[src/rtl/ivt_pkg.sv]
package ivt_pkg;
   // control word layout; positions are visible to software
   localparam int CTL_W   = 8;
   localparam int SRC_W   = 2;
   localparam int PRE_W   = 3;
   localparam int NSRC    = 1 << SRC_W;

   // register offsets
   localparam int OFS_MASK   = 'h00;
   localparam int OFS_STAT   = 'h04;
   localparam int CH_STRIDE  = 'h10;
   localparam int CH_FIRST   = 'h10;
   localparam int OFS_CTRL   = 'h0;
   localparam int OFS_IVAL   = 'h4;
   localparam int OFS_COUNT  = 'h8;

   typedef struct packed {
      logic             one_shot;  // bit 7
      logic [PRE_W-1:0] pre;       // bits 6:4
      logic [SRC_W-1:0] src;       // bits 3:2
      logic             reload;    // bit 1
      logic             en;        // bit 0
   } ctrl_t;

   function automatic int chan_base(input int idx);
      return CH_FIRST + CH_STRIDE * idx;
   endfunction
endpackage

[src/rtl/ivt_prescale.sv]
module ivt_prescale #(
   parameter int PRE_W = 3
) (
   input  logic             clk,
   input  logic             rst_n,
   input  logic             clr,
   input  logic             src_pulse,
   input  logic [PRE_W-1:0] pre_code,
   output logic             tick
);
   localparam int PCNT_W = (1 << PRE_W) - 1;

   generate
      if (PRE_W == 0) begin : g_direct
         assign tick = src_pulse;
      end else begin : g_divide
         logic [PCNT_W-1:0] pcnt_q;
         logic [PCNT_W-1:0] pmask;

         always_comb begin
            pmask = '0;
            for (int b = 0; b < PCNT_W; b++) begin
               if (b < int'(pre_code)) pmask[b] = 1'b1;
            end
         end

         always_ff @(posedge clk) begin
            if (!rst_n || clr) begin
               pcnt_q <= '0;
            end else if (src_pulse) begin
               pcnt_q <= pcnt_q + 1'b1;
            end
         end

         assign tick = src_pulse && ((pcnt_q & pmask) == pmask);
      end
   endgenerate
endmodule

[src/rtl/ivt_chan.sv]
module ivt_chan #(
   parameter int CW          = 32,
   parameter int DRAIN_TICKS = 2
) (
   input  logic                   clk,
   input  logic                   rst_n,
   input  logic [ivt_pkg::NSRC-1:0] src_tick,
   input  logic                   ctrl_we,
   input  ivt_pkg::ctrl_t         ctrl_wdata,
   input  logic                   ival_we,
   input  logic [CW-1:0]          ival_wdata,
   output logic [ivt_pkg::CTL_W-1:0] ctrl_rd,
   output logic [CW-1:0]          ival_q,
   output logic [CW-1:0]          cnt_q,
   output logic                   expire,
   output logic                   en_q,
   output logic                   one_shot,
   output logic                   running
);
   import ivt_pkg::*;

   localparam int DRW = $clog2(DRAIN_TICKS + 1);
   localparam logic [DRW-1:0] DRAIN_INIT = DRW'(DRAIN_TICKS);
   localparam logic [CW-1:0]  ONE        = CW'(1);

   ctrl_t          cfg_q, cfg_d;
   logic           en_d;
   logic [CW-1:0]  cnt_d, ival_d;
   logic [DRW-1:0] drain_q, drain_d;
   logic           ptick;

   ivt_prescale #(.PRE_W(PRE_W)) u_pre (
      .clk       (clk),
      .rst_n     (rst_n),
      .clr       (ctrl_we),
      .src_pulse (src_tick[cfg_q.src]),
      .pre_code  (cfg_q.pre),
      .tick      (ptick)
   );

   assign running  = en_q || (drain_q != '0);
   assign one_shot = cfg_q.one_shot;

   always_comb begin
      cfg_d   = cfg_q;
      en_d    = en_q;
      cnt_d   = cnt_q;
      ival_d  = ival_q;
      drain_d = drain_q;
      expire  = 1'b0;

      if (ival_we) ival_d = ival_wdata;

      if (ctrl_we) begin
         cfg_d        = ctrl_wdata;
         cfg_d.reload = 1'b0;
         cfg_d.en     = 1'b0;
         en_d         = ctrl_wdata.en;
         if (ctrl_wdata.en) begin
            drain_d = '0;
            if (ctrl_wdata.reload) cnt_d = ival_q;
         end else if (en_q) begin
            drain_d = DRAIN_INIT;
         end
      end else if (running && ptick) begin
         if (!en_q) drain_d = drain_q - 1'b1;
         if (cnt_q != '0) begin
            cnt_d = cnt_q - ONE;
            if (cnt_q == ONE) begin
               expire = 1'b1;
               if (cfg_q.one_shot) begin
                  en_d    = 1'b0;
                  drain_d = '0;
               end
            end
         end else if (cfg_q.one_shot) begin
            en_d    = 1'b0;
            drain_d = '0;
         end else begin
            cnt_d = ival_q;
         end
      end
   end

   always_ff @(posedge clk) begin
      if (!rst_n) begin
         cfg_q   <= '0;
         en_q    <= 1'b0;
         cnt_q   <= '0;
         ival_q  <= '0;
         drain_q <= '0;
      end else begin
         cfg_q   <= cfg_d;
         en_q    <= en_d;
         cnt_q   <= cnt_d;
         ival_q  <= ival_d;
         drain_q <= drain_d;
      end
   end

   always_comb begin
      ctrl_rd    = cfg_q;
      ctrl_rd[0] = en_q;
      ctrl_rd[1] = 1'b0;
   end
endmodule

[src/rtl/ivtimer.sv]
module ivtimer #(
   parameter int NCH         = 2,
   parameter int CW          = 32,
   parameter int DW          = 32,
   parameter int AW          = 8,
   parameter int DRAIN_TICKS = 2
) (
   input  logic                     clk,
   input  logic                     rst_n,
   input  logic [ivt_pkg::NSRC-1:0] src_tick,
   input  logic                     bus_wr,
   input  logic [AW-1:0]            bus_addr,
   input  logic [DW-1:0]            bus_wdata,
   output logic [DW-1:0]            bus_rdata,
   output logic                     irq
);
   import ivt_pkg::*;

   localparam int TOP_OFS = CH_FIRST + CH_STRIDE * (NCH - 1) + OFS_COUNT;

   generate
      if (NCH < 1 || NCH > DW) begin : g_bad_nch
         $error("ivtimer: NCH must be between 1 and DW");
      end
      if (CW < 2 || CW > DW) begin : g_bad_cw
         $error("ivtimer: CW must be between 2 and DW");
      end
      if (DW < CTL_W) begin : g_bad_dw
         $error("ivtimer: DW too narrow for the control word");
      end
      if (TOP_OFS >= (1 << AW)) begin : g_bad_aw
         $error("ivtimer: AW too narrow for the register map");
      end
      if (DRAIN_TICKS < 1) begin : g_bad_drain
         $error("ivtimer: DRAIN_TICKS must be at least 1");
      end
   endgenerate

   logic [NCH-1:0]            ie_q, status_q, status_d;
   logic [NCH-1:0]            ch_exp, ch_en, ch_os, ch_run, ch_cw, ch_iw;
   logic [NCH-1:0][CTL_W-1:0] ch_ctrl;
   logic [NCH-1:0][CW-1:0]    ch_ival, ch_cnt;
   logic                      wr_mask, wr_stat;
   logic                      unused_wdata;

   assign unused_wdata = ^bus_wdata;
   assign wr_mask = bus_wr && (bus_addr == AW'(OFS_MASK));
   assign wr_stat = bus_wr && (bus_addr == AW'(OFS_STAT));

   for (genvar i = 0; i < NCH; i++) begin : g_ch
      assign ch_cw[i] = bus_wr && (bus_addr == AW'(chan_base(i) + OFS_CTRL));
      assign ch_iw[i] = bus_wr && (bus_addr == AW'(chan_base(i) + OFS_IVAL));

      ivt_chan #(.CW(CW), .DRAIN_TICKS(DRAIN_TICKS)) u_chan (
         .clk        (clk),
         .rst_n      (rst_n),
         .src_tick   (src_tick),
         .ctrl_we    (ch_cw[i]),
         .ctrl_wdata (ctrl_t'(bus_wdata[CTL_W-1:0])),
         .ival_we    (ch_iw[i]),
         .ival_wdata (bus_wdata[CW-1:0]),
         .ctrl_rd    (ch_ctrl[i]),
         .ival_q     (ch_ival[i]),
         .cnt_q      (ch_cnt[i]),
         .expire     (ch_exp[i]),
         .en_q       (ch_en[i]),
         .one_shot   (ch_os[i]),
         .running    (ch_run[i])
      );
   end

   always_comb begin
      status_d = status_q;
      if (wr_stat) status_d = status_q & ~bus_wdata[NCH-1:0];
      status_d = status_d | ch_exp;
   end

   always_ff @(posedge clk) begin
      if (!rst_n) begin
         ie_q     <= '0;
         status_q <= '0;
      end else begin
         if (wr_mask) ie_q <= bus_wdata[NCH-1:0];
         status_q <= status_d;
      end
   end

   assign irq = |(status_q & ie_q);

   always_comb begin
      bus_rdata = '0;
      if (bus_addr == AW'(OFS_MASK)) bus_rdata = DW'(ie_q);
      if (bus_addr == AW'(OFS_STAT)) bus_rdata = DW'(status_q);
      for (int i = 0; i < NCH; i++) begin
         if (bus_addr == AW'(chan_base(i) + OFS_CTRL))  bus_rdata = DW'(ch_ctrl[i]);
         if (bus_addr == AW'(chan_base(i) + OFS_IVAL))  bus_rdata = DW'(ch_ival[i]);
         if (bus_addr == AW'(chan_base(i) + OFS_COUNT)) bus_rdata = DW'(ch_cnt[i]);
      end
   end
endmodule


[config.mk]
export PLATFORM = sky130hd
export DESIGN_NAME = ivtimer
export DESIGN_NICKNAME = d
export VERILOG_FILES = /design/src/rtl/ivt_pkg.sv /design/src/rtl/ivt_prescale.sv /design/src/rtl/ivt_chan.sv /design/src/rtl/ivtimer.sv
export SDC_FILE = /design/constraint.sdc
export NUM_CORES = 1
export LEC_CHECK = 0
export BUFFER_PORTS_ARGS = -buffer_cell sky130_fd_sc_hd__buf_2
export CAP_MARGIN = 0
export CELL_PAD_IN_SITES_DETAIL_PLACEMENT = 0
export CELL_PAD_IN_SITES_GLOBAL_PLACEMENT = 1
export CORE_UTILIZATION = 29
export CTS_CLUSTER_DIAMETER = 200
export DETAILED_ROUTE_END_ITERATION = 6
export PLACE_DENSITY_LB_ADDON = 0.1
export SLEW_MARGIN = 10
export SYNTH_ARGS = -nofsm -noshare
export SYNTH_HDL_FRONTEND = slang
export SYNTH_SLANG_ARGS = --single-unit
[constraint.sdc]
create_clock -name clk -period 4.7 [get_ports clk]
set_input_delay 0.705 -clock clk [delete_from_list [all_inputs] [get_ports clk]]
set_output_delay 0.705 -clock clk [all_outputs]
set_load 0.02 [all_outputs]
==> results.py <==
metrics = {
    "run_status": {
        "status": "complete, but fails checks",
        "violations": "design-rule violations",
    },
    "global_routing": {
        "grt_antenna_before_repair": 0,
        "grt_pass1_wl_um": 57300,
        "grtUsageTotal_pct": 24.3,
        "grt_pass1_vias": 9178,
        "grt_max_degree": 64,
        "overflow": 0,
    },
    "routing": {
        "drt-total-wl_um": 38000,
        "antenna_left": 0,
        "routedWlPerCell_um": 22.8,
        "vias": 9548,
        "drt-pass1-iter-count": 7,
        "drt_iter0_drc": 767,
        "drc": 1,
        "viasPerCell": 5.71,
    },
    "critical_path": {
        "r2r_start": "g_ch[0].u_chan.cnt_q[4]",
        "path_cells": "buf_2 -> nor4b_1 -> nor2b_2 -> buf_4 -> a222oi_1 -> a21oi_1 -> buf_2",
        "endpoint_kind": "primary output",
        "r2r_setup_slack_ps": 1330,
        "r2r_cells": 7,
        "criticalPathCategory": "input port to primary output",
        "cp_max_fo": 15,
        "max_stage_delay_ps": 690,
        "start_kind": "input port",
        "crit_required_ps": 3990,
        "reg2reg_to": "g_ch[0].u_chan.cnt_q[20]",
        "cp_common_cell": "buf_2",
        "worst_path_max_delay_cell": "nor4b_1",
        "worst-endpoint-arrival_ps": 3130,
    },
    "floorplan": {
        "die_x_um": 179,
        "initial_core_util_pct": 29.5,
        "die-area_um2": 31900,
        "die_h_um": 179,
        "rows": 64,
        "ioPinCount": 80,
        "core_area_um2": 30700,
    },
    "power": {
        "pwr-share-clk_pct": 26.6,
        "ir_worst_vdd_mv": 0.452,
        "power_density_nw_per_um2": 566,
        "switching_share_pct": 43.7,
        "power_leakage_nw": 3.81,
        "p_int_w": 0.00333,
        "p_sw_w": 0.00258,
        "p_seq_share_pct": 26.9,
        "total_power_w": 0.00592,
        "pwr-share-comb_pct": 46.6,
    },
    "place": {
        "place.gp.congestion": 0.850,
        "hpwl_um": 27400,
        "portBuffers": 79,
        "place_ws_ps": 974,
    },
    "finish": {
        "num_antenna_cells": 0,
        "layout_commonest_cell": "nand2_1",
        "layout_common_cells": "nand2_1, a21oi_1, dfxtp_1, nor2_1, buf_2",
        "fill_cells": 3383,
        "finalNetCount": 1317,
        "fin_util_pct": 34.1,
        "synthToLayoutAreaGrowth_pct": 15.5,
        "drive_gt1_share_pct": 13.6,
    },
    "sta": {
        "period_share_pct": 81.6,
        "fmax_ghz": 0.261,
        "hold_violations": 0,
        "worst_pin_slew_ps": 1010,
        "hold_ws_ps": 482,
        "fin_tns_setup_ps": 0,
        "fin_ws_ps": 864,
        "fin_skew_ps": 14.0,
        "min_period_ps": 3840,
        "rsz0062_at_grt": "false",
        "finalSetupViolCount": 0,
        "drv_slew": 0,
        "relSlewSlack_pct": 32.0,
    },
    "clocking": {
        "cts_made_buffers": 17,
        "cts_resized": 0,
        "clock_latency_ps": 440,
        "cts_buffer_depth": 2,
        "post_cts_buffers": 0,
        "cts.htree.levels": 4,
        "clkTransAtPathRegs_ps": 60,
        "clkSinkCount": 164,
        "root_buffer": "clkbuf_16",
        "tritoncts": "yes",
        "hold_buffers": 0,
    },
    "yosys": {
        "yosysWarnings": 0,
        "synth_nets": 1280,
        "synth_async_sr_flop_share_pct": 0,
        "synth_cell_types": 76,
        "synth-edff-count": 0,
        "synth_ff_type": "dfxtp_1",
        "ys_seq_area_share_pct": 36.3,
        "syn_area_per_cell_um2": 7.39,
        "ys_ff_latch": 164,
        "netlist_area_um2": 9050,
        "synth_cells": 1225,
    },
    "min_path": {
        "hold_path_class": "register to register",
        "worstHoldStart": "status_q[1]",
        "hold_end": "status_q[1]",
        "hold_depth": 2,
    },
    "job": {
        "timing.max_cap.violations": 0,
    },
}
## cell families (layout without fill, tap and decap cells)
kind of cell | after synthesis | count (layout) | synth area share [%]
AND/OR/NAND/NOR | 522 | 522 | 26.4
AO/OA/AOI/OAI | 399 | 399 | 28.1
flip-flops | 164 | 164 | 36.3
buffers and inverters | 105 | 155 | 4.96
multiplexers | 15 | 15 | 2.00
XOR/XNOR | 12 | 12 | 1.16
adder cells (fa/ha/maj) | 8 | 8 | 1.11
## worst max-delay path, delay by kind of cell
| family | cells | cell delay, ps |
|---|---|---|
| compound gates | 2 | 410 |
| buf+inv | 3 | 660 |
| simple gates | 2 | 1350 |
## synthesized netlist by cell type, types with 4 or more instances
cell type / n / area share (%)
or3_1: 9 / 0.62
or2_2: 5 / 0.35
a222oi_1: 31 / 3.4
o31ai_1: 10 / 0.83
dfxtp_1: 164 / 36
and3_1: 12 / 0.83
a31oi_1: 16 / 1.1
a21boi_0: 5 / 0.41
or4_1: 14 / 1.2
xor2_1: 10 / 0.97
nor3_1: 34 / 1.9
and2_1: 6 / 0.41
buf_4: 4 / 0.33
nand3_1: 23 / 1.3
nand2b_1: 12 / 0.83
buf_6: 4 / 0.50
inv_1: 13 / 0.54
o21ai_0: 38 / 2.1
mux2i_1: 8 / 0.88
a21oi_1: 189 / 10
clkbuf_1: 73 / 3.0
o22ai_1: 23 / 1.6
a22oi_1: 10 / 0.83
o31a_1: 6 / 0.58
mux2_2: 5 / 0.62
nor4_1: 22 / 1.5
nor2_1: 107 / 4.4
nand2_1: 241 / 10
o21a_1: 13 / 1.1
o32ai_1: 9 / 0.87
and4_1: 4 / 0.39
ha_1: 8 / 1.1
o211ai_1: 9 / 0.75
buf_2: 8 / 0.44
nand4_1: 16 / 1.1
## layer usage
layer	vias up	global-route usage, %	wire length, um
met4	0	8.69	953
met1	4662	31.7	17400
met3	47	3.63	1710
met2	259	40.3	17900
li1	4580	-	-
met5	-	0	0
## state kept, by name, indices dropped and copies added (netlist names)
register                           count
ie_q                                   2
g_ch.u_chan.one_shot                   2
g_ch.u_chan.u_pre.g_divide.pcnt_q     14
g_ch.u_chan.ival_q                    64
g_ch.u_chan.cnt_q                     64
g_ch.u_chan.en_q                       2
g_ch.u_chan.drain_q                    4
status_q                               2
g_ch.u_chan.ctrl_rd                   10
## metrics by stage
step	cells	instance area, um^2
final	1671	10500
after detailed placement	1639	9810
after global placement	1639	9810
after floorplan	1225	9050
after CTS	1671	10500
after global routing	1671	10500
## how the worst max path moves through the flow
stage                      startpoint       endpoint  slack [ps]  depth (start not counted)
after floorplan           bus_addr[1]   bus_rdata[3]        1420                          6
after global placement    bus_addr[5]  bus_rdata[26]         960                          7
after detailed placement  bus_addr[5]  bus_rdata[26]         970                          7
after CTS                 bus_addr[5]  bus_rdata[26]         970                          7
after global routing      bus_addr[5]  bus_rdata[26]         730                          7
final                     bus_addr[5]  bus_rdata[26]         860                          7
## power by group through the flow
stage | combinational [W] | clock [W] | sequential, W
after global placement | 0.00275 | 0 | 0.00162
after global routing | 0.00304 | 0.00165 | 0.00160
after detailed placement | 0.00273 | 0 | 0.00162
after floorplan | 0.00202 | 0 | 0.00156
final | 0.00276 | 0.00157 | 0.00159
after CTS | 0.00275 | 0.00161 | 0.00159
## final cells by class
class	instances	area [um^2]	area share (%)
Clock buffer	21	470	4.50
Clock inverter	11	175	1.67
Inverter	14	53.8	0.514
Multi-Input combinational cell	956	5350	51.1
Sequential cell	164	3280	31.4
Tap cell	396	495	4.74
Timing Repair Buffer	109	633	6.05
(Power assumes the default switching activity.)
